--- src/rtl/spy_pkg.sv ---
`timescale 1ns/1ps
package spy_pkg;
    typedef enum logic [1:0] {
        ST_ARMED   = 2'd0,
        ST_CAPTURE = 2'd1,
        ST_FROZEN  = 2'd2
    } spy_state_e;
endpackage

--- src/rtl/spy_delay.sv ---
`timescale 1ns/1ps
module spy_delay #(
    parameter int DATA_W  = 16,
    parameter int PRE_DLY = 0
) (
    input  logic              clk,
    input  logic [DATA_W-1:0] din,
    output logic [DATA_W-1:0] dout
);
    generate
        if (PRE_DLY == 0) begin : g_pass
            assign dout = din;
        end else begin : g_line
            logic [DATA_W-1:0] stage [PRE_DLY];
            always_ff @(posedge clk) begin
                stage[0] <= din;
                for (int i = 1; i < PRE_DLY; i++) begin
                    stage[i] <= stage[i-1];
                end
            end
            assign dout = stage[PRE_DLY-1];
        end
    endgenerate
endmodule

--- src/rtl/spy_ctrl.sv ---
`timescale 1ns/1ps
module spy_ctrl
    import spy_pkg::*;
#(
    parameter int WIN    = 7,
    parameter int NSNAP  = 16,
    parameter int SEQ_W  = 8,
    parameter int DROP_W = 8,
    localparam int DEPTH  = WIN * NSNAP,
    localparam int PTR_W  = $clog2(DEPTH + 1),
    localparam int AW     = $clog2(DEPTH),
    localparam int SLOT_W = $clog2(WIN)
) (
    input  logic              clk,
    input  logic              rst_n,
    input  logic              trig,
    input  logic              clr,
    input  logic              rd_stb,
    output logic              wr_en,
    output logic [AW-1:0]     wr_addr,
    output logic [SEQ_W-1:0]  wr_seq,
    output logic              rd_hit,
    output logic [AW-1:0]     rd_addr,
    output logic              full,
    output logic [DROP_W-1:0] drop_count
);
    localparam logic [DROP_W-1:0] DROP_MAX = '1;

    spy_state_e        state, state_nxt;
    logic [PTR_W-1:0]  wr_ptr, rd_ptr;
    logic [SLOT_W-1:0] slot;
    logic [SEQ_W-1:0]  seq_ctr, cur_seq;
    logic [DROP_W-1:0] drop_ctr;
    logic              last_slot, last_snap, final_rd, rearm;

    assign last_slot = (slot == SLOT_W'(WIN - 1));
    assign last_snap = (wr_ptr == PTR_W'(DEPTH - 1));
    assign rd_hit    = (rd_ptr < wr_ptr);
    assign final_rd  = (state == ST_FROZEN) && rd_stb && rd_hit
                       && (rd_ptr == PTR_W'(DEPTH - 1));
    assign rearm     = clr || final_rd;

    // State register
    always_ff @(posedge clk) begin
        if (!rst_n) begin
            state <= ST_ARMED;
        end else begin
            state <= state_nxt;
        end
    end

    // Next-state logic
    always_comb begin
        state_nxt = state;
        unique case (state)
            ST_ARMED: begin
                if (trig && !clr) state_nxt = ST_CAPTURE;              // ARM_TO_CAP
            end
            ST_CAPTURE: begin
                if (clr)            state_nxt = ST_ARMED;              // CAP_TO_ARM
                else if (last_slot) state_nxt = last_snap ? ST_FROZEN  // CAP_TO_FROZEN
                                                          : ST_ARMED;  // CAP_TO_ARM
            end
            ST_FROZEN: begin
                if (rearm) state_nxt = ST_ARMED;                       // FROZEN_TO_ARM
            end
            default: state_nxt = ST_ARMED;
        endcase
    end

    // Outputs
    always_comb begin
        wr_en = 1'b0;
        wr_seq = cur_seq;
        full = 1'b0;
        unique case (state)
            ST_ARMED: begin
                wr_en  = trig && !clr;
                wr_seq = seq_ctr;
            end
            ST_CAPTURE: wr_en = !clr;
            ST_FROZEN:  full  = 1'b1;
            default: ;
        endcase
    end

    assign wr_addr    = wr_ptr[AW-1:0];
    assign rd_addr    = rd_ptr[AW-1:0];
    assign drop_count = drop_ctr;

    // Datapath registers
    always_ff @(posedge clk) begin
        if (!rst_n) begin
            wr_ptr   <= '0;
            rd_ptr   <= '0;
            slot     <= '0;
            seq_ctr  <= '0;
            cur_seq  <= '0;
            drop_ctr <= '0;
        end else begin
            if (trig) seq_ctr <= seq_ctr + 1'b1;
            if (state == ST_ARMED && trig && !clr) cur_seq <= seq_ctr;

            if (clr) begin
                slot <= '0;
            end else if (state == ST_ARMED && trig) begin
                slot <= SLOT_W'(1);
            end else if (state == ST_CAPTURE) begin
                slot <= last_slot ? '0 : slot + 1'b1;
            end

            if (rearm) begin
                wr_ptr <= '0;
            end else if (wr_en) begin
                wr_ptr <= wr_ptr + 1'b1;
            end

            if (rearm) begin
                rd_ptr <= '0;
            end else if (rd_stb && rd_hit) begin
                rd_ptr <= rd_ptr + 1'b1;
            end

            if (state == ST_CAPTURE && trig && !clr && drop_ctr != DROP_MAX) begin
                drop_ctr <= drop_ctr + 1'b1;
            end
        end
    end
endmodule

--- src/rtl/spy_store.sv ---
`timescale 1ns/1ps
module spy_store #(
    parameter int DATA_W = 16,
    parameter int SEQ_W  = 8,
    parameter int DEPTH  = 112,
    localparam int AW    = $clog2(DEPTH),
    localparam int REC_W = SEQ_W + DATA_W
) (
    input  logic              clk,
    input  logic              rst_n,
    input  logic              wr_en,
    input  logic [AW-1:0]     wr_addr,
    input  logic [SEQ_W-1:0]  wr_seq,
    input  logic [DATA_W-1:0] wr_data,
    input  logic              rd_stb,
    input  logic              rd_hit,
    input  logic [AW-1:0]     rd_addr,
    output logic              rd_valid,
    output logic [SEQ_W-1:0]  rd_seq,
    output logic [DATA_W-1:0] rd_data
);
    logic [REC_W-1:0] mem [DEPTH];

    always_ff @(posedge clk) begin
        if (wr_en) mem[wr_addr] <= {wr_seq, wr_data};
    end

    always_ff @(posedge clk) begin
        if (!rst_n) begin
            rd_valid <= 1'b0;
            rd_seq   <= '0;
            rd_data  <= '0;
        end else if (rd_stb && rd_hit) begin
            rd_valid <= 1'b1;
            {rd_seq, rd_data} <= mem[rd_addr];
        end else begin
            rd_valid <= 1'b0;
            rd_seq   <= '0;
            rd_data  <= '0;
        end
    end
endmodule

--- src/rtl/spy_buffer.sv ---
`timescale 1ns/1ps
module spy_buffer #(
    parameter int DATA_W  = 16,
    parameter int WIN     = 7,
    parameter int NSNAP   = 16,
    parameter int PRE_DLY = 0,
    parameter int SEQ_W   = 8,
    parameter int DROP_W  = 8
) (
    input  logic              clk,
    input  logic              rst_n,
    input  logic [DATA_W-1:0] bx_data,
    input  logic              trig,
    input  logic              clr,
    input  logic              rd_stb,
    output logic              rd_valid,
    output logic [SEQ_W-1:0]  rd_seq,
    output logic [DATA_W-1:0] rd_data,
    output logic              full,
    output logic [DROP_W-1:0] drop_count
);
    localparam int DEPTH = WIN * NSNAP;
    localparam int AW    = $clog2(DEPTH);

    logic [DATA_W-1:0] cap_data;
    logic              wr_en, rd_hit;
    logic [AW-1:0]     wr_addr, rd_addr;
    logic [SEQ_W-1:0]  wr_seq;

    spy_delay #(.DATA_W(DATA_W), .PRE_DLY(PRE_DLY)) u_delay (
        .clk (clk),
        .din (bx_data),
        .dout(cap_data)
    );

    spy_ctrl #(.WIN(WIN), .NSNAP(NSNAP), .SEQ_W(SEQ_W), .DROP_W(DROP_W)) u_ctrl (
        .clk       (clk),
        .rst_n     (rst_n),
        .trig      (trig),
        .clr       (clr),
        .rd_stb    (rd_stb),
        .wr_en     (wr_en),
        .wr_addr   (wr_addr),
        .wr_seq    (wr_seq),
        .rd_hit    (rd_hit),
        .rd_addr   (rd_addr),
        .full      (full),
        .drop_count(drop_count)
    );

    spy_store #(.DATA_W(DATA_W), .SEQ_W(SEQ_W), .DEPTH(DEPTH)) u_store (
        .clk     (clk),
        .rst_n   (rst_n),
        .wr_en   (wr_en),
        .wr_addr (wr_addr),
        .wr_seq  (wr_seq),
        .wr_data (cap_data),
        .rd_stb  (rd_stb),
        .rd_hit  (rd_hit),
        .rd_addr (rd_addr),
        .rd_valid(rd_valid),
        .rd_seq  (rd_seq),
        .rd_data (rd_data)
    );
endmodule

--- config.mk ---
export PLATFORM = sky130hd
export DESIGN_NAME = spy_buffer
export DESIGN_NICKNAME = d
export VERILOG_FILES = /design/src/rtl/spy_pkg.sv /design/src/rtl/spy_delay.sv /design/src/rtl/spy_ctrl.sv /design/src/rtl/spy_store.sv /design/src/rtl/spy_buffer.sv
export SDC_FILE = /design/constraint.sdc
export NUM_CORES = 2
export LEC_CHECK = 0
export BUFFER_PORTS_ARGS = -buffer_cell sky130_fd_sc_hd__clkbuf_2
export CAP_MARGIN = 20
export CELL_PAD_IN_SITES_DETAIL_PLACEMENT = 1
export CELL_PAD_IN_SITES_GLOBAL_PLACEMENT = 2
export CORE_MARGIN = 2
export CORE_UTILIZATION = 50
export CTS_CLUSTER_DIAMETER = 80
export CTS_CLUSTER_SIZE = 20
export DETAILED_ROUTE_END_ITERATION = 16
export PLACE_DENSITY_LB_ADDON = 0.1
export SLEW_MARGIN = 20
export SYNTH_ARGS = -nofsm -noshare
export SYNTH_HDL_FRONTEND = slang
export SYNTH_SLANG_ARGS = --single-unit
--- constraint.sdc ---
create_clock -name clk -period 10.05 [get_ports clk]
set_input_delay 2.5125 -clock clk [delete_from_list [all_inputs] [get_ports clk]]
set_output_delay 2.5125 -clock clk [all_outputs]
set_load 0.05 [all_outputs]
After elaboration in Yosys (flattened, before gate mapping)
Memories as Yosys holds them, arrays and structs flattened. A register that Yosys moved wholly into a read port is not among the register bits.
Cells that the tools add are included.
{"block": "totals", "in_bits": 21, "output_inout_bits": 34, "mem_count": 1, "ramBits": 2688, "reg_bits": 44}
{"block": "op_classes", "eq_ne": 9, "n_reduce_logical": 20, "muxes": 15, "bitwise": 1, "n_lt_le_gt_ge": 1, "addsub": 5}
{"name": "u_store.mem", "words": 112, "width": 24, "rd": 1, "rd_clocked_by_memory_dff": 1, "wr": 1, "line_no": "spy_store.sv:22", "rtl": "logic [REC_W-1:0] mem [DEPTH];"}
{"operator": "adder 8 x 1 -> 8 bit, second input constant", "n": 2}
{"operator": "adder 7 x 1 -> 7 bit, second input constant", "n": 2}
{"operator": "== test 7 bit, second input constant", "n": 2}
{"operator": "logical AND 1 bit", "n": 10}
{"operator": "two-way mux 2 bit", "n": 5}
{"operator": "two-way mux 8 bit", "n": 1}
{"operator": "!= test 8 bit, second input constant", "n": 1}
{"operator": "< comparator 7 bit", "n": 1}
{"operator": "two-way mux 1 bit", "n": 6}
{"operator": "case mux 2 bit (3 select lines)", "n": 1}
{"operator": "!= test 2 x 1 -> 1 bit, second input constant", "n": 2}
{"operator": "OR reduction 2 bit", "n": 2}
{"operator": "adder 3 x 1 -> 3 bit, second input constant", "n": 1}
{"operator": "== test 3 bit, second input constant", "n": 1}
{"operator": "two-way mux 3 bit", "n": 1}
{"operator": "!= test 3 x 2 -> 1 bit, second input constant", "n": 1}
{"operator": "AND reduction 3 bit", "n": 1}
{"operator": "OR reduction 3 bit", "n": 1}
{"operator": "== test 2 x 1 -> 1 bit, second input constant", "n": 1}
{"operator": "== test 2 bit, second input constant", "n": 1}
{"operator": "zero test 1 bit", "n": 2}
{"operator": "zero test 2 bit", "n": 1}
{"operator": "case mux 1 bit (2 select lines)", "n": 1}
{"operator": "AND reduction 2 bit", "n": 1}
{"operator": "3 further kinds", "n": 3}

Depth between registers and ports, before layout
{"block": "depth", "depth_word": 7, "depth_mapped": 11, "depth_no_buf": 8}

Modules after synthesis
Synthesis repeated with hierarchy kept, for this count alone.
{"block": "unflattened", "cells_unflattened": 4597, "hier_area_um2": 105899.1}
{"module": "spy_store", "instances": 1, "cells_per_inst": 4327, "area_each_um2": 103560.6}
{"module": "spy_ctrl", "instances": 1, "cells_per_inst": 254, "area_each_um2": 2218.4}
{"module": "spy_delay", "instances": 1, "cells_per_inst": 16, "area_each_um2": 120.1}

Worst setup path after synthesis
OpenSTA, ideal clock, no wires.
{"block": "synth_path", "path_kind": "input-to-reg", "from": "input port trig", "to": "memory u_store.mem[91][0] in the netlist's numbering (enable)", "setup_time_ns": 0.405, "t_arrival_ns": 5.109, "required_time_ns": 9.645, "slack_ns": 4.536, "stages": 6, "path_cell_list": "clkbuf_1 > nor2_1 > nor3_1 > clkbuf_1 > nand4_1 > nor2_1"}
{"block": "synth_between", "elab_chain_len": 4}
{"element": "start: declaration", "line_no": "spy_buffer.sv:13", "rtl": "input logic trig,"}
{"element": "logical AND 1 bit", "line_no": "spy_ctrl.sv:78", "rtl": "wr_en = trig && !clr;"}
{"element": "case mux 1 bit (2 select lines)", "line_no": "spy_ctrl.sv:76", "rtl": "unique case (state)"}
{"element": "two-way mux 1 bit", "line_no": "spy_store.sv:25", "rtl": "if (wr_en) mem[wr_addr] <= {wr_seq, wr_data};"}
{"element": "two-way mux 1 bit (not written as such)", "line_no": "spy_store.sv:25"}
{"element": "end: declaration", "line_no": "spy_store.sv:22"}
No other way between the ends.

Final worst setup path
{"block": "layout_path", "from": "register u_ctrl.state[1]", "to": "output port full"}
{"block": "layout_between", "elab_chain_len": 2}
{"element": "start: declaration", "line_no": "spy_ctrl.sv:29", "rtl": "spy_state_e state, state_nxt;"}
{"element": "start signal: assignment", "line_no": "spy_ctrl.sv:48", "rtl": "state <= state_nxt;"}
{"element": "== test 2 bit", "line_no": "spy_ctrl.sv:76"}
{"element": "two-way mux 1 bit", "line_no": "spy_ctrl.sv:76"}
{"element": "end: declaration", "line_no": "spy_buffer.sv:19", "rtl": "output logic full,"}
No other way between the ends.

==> impl_metrics.yaml <==
status:
  status: "finished clean"
synth:
  synthMuxAreaShare_pct: 16.6
  synth_adder_area_share_pct: 0.118
  seq_area_frac_synth_pct: 77.7
  ys_ff_latch: 2756
  synthSimpleGateAreaFrac_pct: 2.14
  synth_area_per_cell_um2: 22.6
  synth_edf_count: 2688
  synth_cell_types: 62
  synth-main-ff-cell: "edfxtp_1"
  synth_nets: 4716
  synth_area_mm2: 0.106
  async_flop_share_pct: 0
  syn_inst: 4685
  synth_top_family_by_area: "multiplexers"
  synth_xor_area_share_pct: 0.174
  yosysWarningCount: 0
  synth_compound_area_share_pct: 1.94
layout:
  final_cell_mix: "2688 x edfxtp_1, 730 x mux4_2, 162 x clkbuf_16, 160 x buf_4, 138 x nand2_1"
  fin_cells: 7675
  final_common_cell: "edfxtp_1"
  fillers: 17700
  finalNetCount: 4835
  layout-drive-gt1-share_pct: 26.4
  finish.instance_area_mm2: 0.114
  area_growth_pct: 8.29
placed_design:
  dp_cells: 7448
  hpwlAfterDp_um: 180000
  place_area_mm2: 0.110
  io_buffer_count: 54
  place_congestion: 0.859
  pre_cts_ws_ns: 4.64
clocking:
  clk_latency_ns: 0.84
  root_buffer: "clkbuf_16"
  ctsResizeCount: 0
  cts.sinks: 2756
  cts_setup_buffers: 0
  path_clk_slew_ns: 0.08
  cts_max_level: 4
  cts_max_path_buffers: 3
  cts_tree: "done"
  cts_hold_buf: 0
  cts-buffers-inserted: 158
grt:
  grt_usage_pct: 27.2
  antenna_found_initial: 14
  overflow: 0
  grt_max_degree: 109
  grt_pass1_vias: 50700
  grt_pass1_wl_um: 407000
run:
  cap_violations: 0
die:
  fp.dieH_um: 464
  placementRows: 168
  start_util_pct: 50.4
  die_x_um: 464
  io_pins: 55
  core_mm2: 0.210
  dieArea_mm2: 0.215
sta:
  final-hold-violation-count: 0
  slew_headroom_pct: 24.0
  worst_slack_ns: 4.98
  drv_slew: 0
  tns_ns: 0
  rsz0062_at_grt: "false"
  setup_viol_count_final: 0
  period_share_pct: 50.4
  worst_slew_pin_slew_ns: 1.13
  finClkSkew_ns: 0.0351
  max_freq_mhz: 197
  fin_crit_ns: 5.07
min_path:
  worstHoldPathType: "flip-flop to flip-flop"
  min-delay-start: "u_ctrl.cur_seq[7]"
critical_path:
  cp-endpoint: "full"
  r2r_setup_slack_ns: 5.30
  r2r_cells: 8
  startpoint_type: "flip-flop"
  r2r-end: "u_store.rd_seq[1]"
  startpoint: "u_ctrl.state[1]"
  worst-path-max-fanout: 7
  worst-setup-path-type: "flip-flop to output pin"
  cp.arrival_ns: 2.55
  endpoint_kind: "output pin"
  cp.required_ns: 7.54
  regToRegStartpoint: "u_ctrl.rd_addr[0]"
route:
  drc: 0
  totalWireLength_um: 290000
  vias: 49400
  routedWlPerCell_um: 37.8
  drt_pre_antenna_iters: 5
  drtAntennaViolNets: 0
  routed_via_density: 6.44
  drt_iter0_markers: 6209
pwr:
  vdd_drop_max_uv: 184
  static-leakage-power_nw: 34.1
  power_density_mw_per_mm2: 170
-- per-layer routing --
| metal | GRT usage, % | share of wire [%] | up-vias |
|---|---|---|---|
| li1 | - | - | 19900 |
| met1 | 40.1 | 43 | 27400 |
| met2 | 42.2 | 47 | 1812 |
| met5 | 0 | 0 | - |
| met4 | 7.30 | 2.8 | 0 |
| met3 | 5.04 | 7.4 | 320 |
-- synthesized netlist by cell type (7+ instances only) --
cell type / count / area, µm²
a31oi_1: 18 / 113
clkbuf_1: 73 / 274
buf_1: 19 / 71.3
nor2b_1: 31 / 194
or3_1: 11 / 68.8
mux2i_1: 78 / 781
a221oi_1: 24 / 210
o211ai_1: 14 / 105
a22o_1: 16 / 140
xnor2_1: 16 / 140
a21boi_0: 14 / 105
buf_4: 67 / 503
mux2_2: 31 / 349
o21ai_0: 37 / 185
edfxtp_1: 2688 / 80700
buf_2: 85 / 425
nor3_1: 21 / 105
nand2_1: 138 / 518
dfxtp_1: 68 / 1360
inv_1: 12 / 45.0
and2_1: 21 / 131
nor2_1: 176 / 661
a22oi_1: 24 / 180
nand4_1: 24 / 150
a211oi_1: 29 / 218
mux4_2: 730 / 16400
ha_1: 10 / 125
a21oi_1: 44 / 220
buf_6: 7 / 78.8
nand3_1: 53 / 265
o22ai_1: 30 / 188
-- critical path, stage by stage (launching register included) --
cell and delay [ns]:
dfxtp_1 0.51, nor2b_1 0.78, clkbuf_2 0.41
-- through the flow --
step	util (%)	power [W]	hold WS [ns]
after floorplan	-	0.0129	0.441
after global placement	52.4	0.0132	0.454
after detailed placement	52.4	0.0132	0.464
after CTS	54.5	0.0196	0.475
after global routing	54.5	0.0200	0.494
final	54.5	0.0195	0.470
-- logic make-up after synthesis --
| logic type | Yosys count |
|---|---|
| flip-flops | 2756 |
| multiplexers | 839 |
| AND/OR/NAND/NOR | 500 |
| AO/OA/AOI/OAI | 293 |
| buffers and inverters | 266 |
| XOR/XNOR | 21 |
| adder cells (fa/ha/maj) | 10 |
-- state kept, by name, summed over array words and instances (netlist names) --
signal,cells
u_ctrl.slot,3
u_ctrl.rd_addr,7
u_ctrl.seq_ctr,8
u_store.rd_seq,8
u_store.rd_data,16
u_store.rd_valid,1
u_store.mem,2688
u_ctrl.drop_count,8
u_ctrl.state,2
u_ctrl.wr_addr,7
u_ctrl.cur_seq,8
-- final cells by class --
type,count,area (µm²),area share [%]
inverters,15,61.3,0.0536
repair buffers,210,1620,1.42
flip-flops and latches,2756,82100,71.7
clock inverters,16,155,0.136
multi-input cells,1663,22800,19.9
well taps,2805,3510,3.07
diodes,4,10.0,0.00875
clock buffers,206,4220,3.69
-- worst min path at each step --
stage,endpoint,depth (start not counted)
after floorplan,u_ctrl.cur_seq[1],2
after global placement,u_ctrl.cur_seq[1],2
after detailed placement,u_ctrl.cur_seq[7],2
after CTS,u_ctrl.cur_seq[7],2
after global routing,u_ctrl.cur_seq[7],2
final,u_ctrl.cur_seq[7],2
-- power breakdown --
group,switching [W],internal (W)
registers,0.00000873,0.0126
logic,0.000275,0.0000676
clock network,0.00363,0.00296
Note: power is estimated with default switching activity, not from simulation.
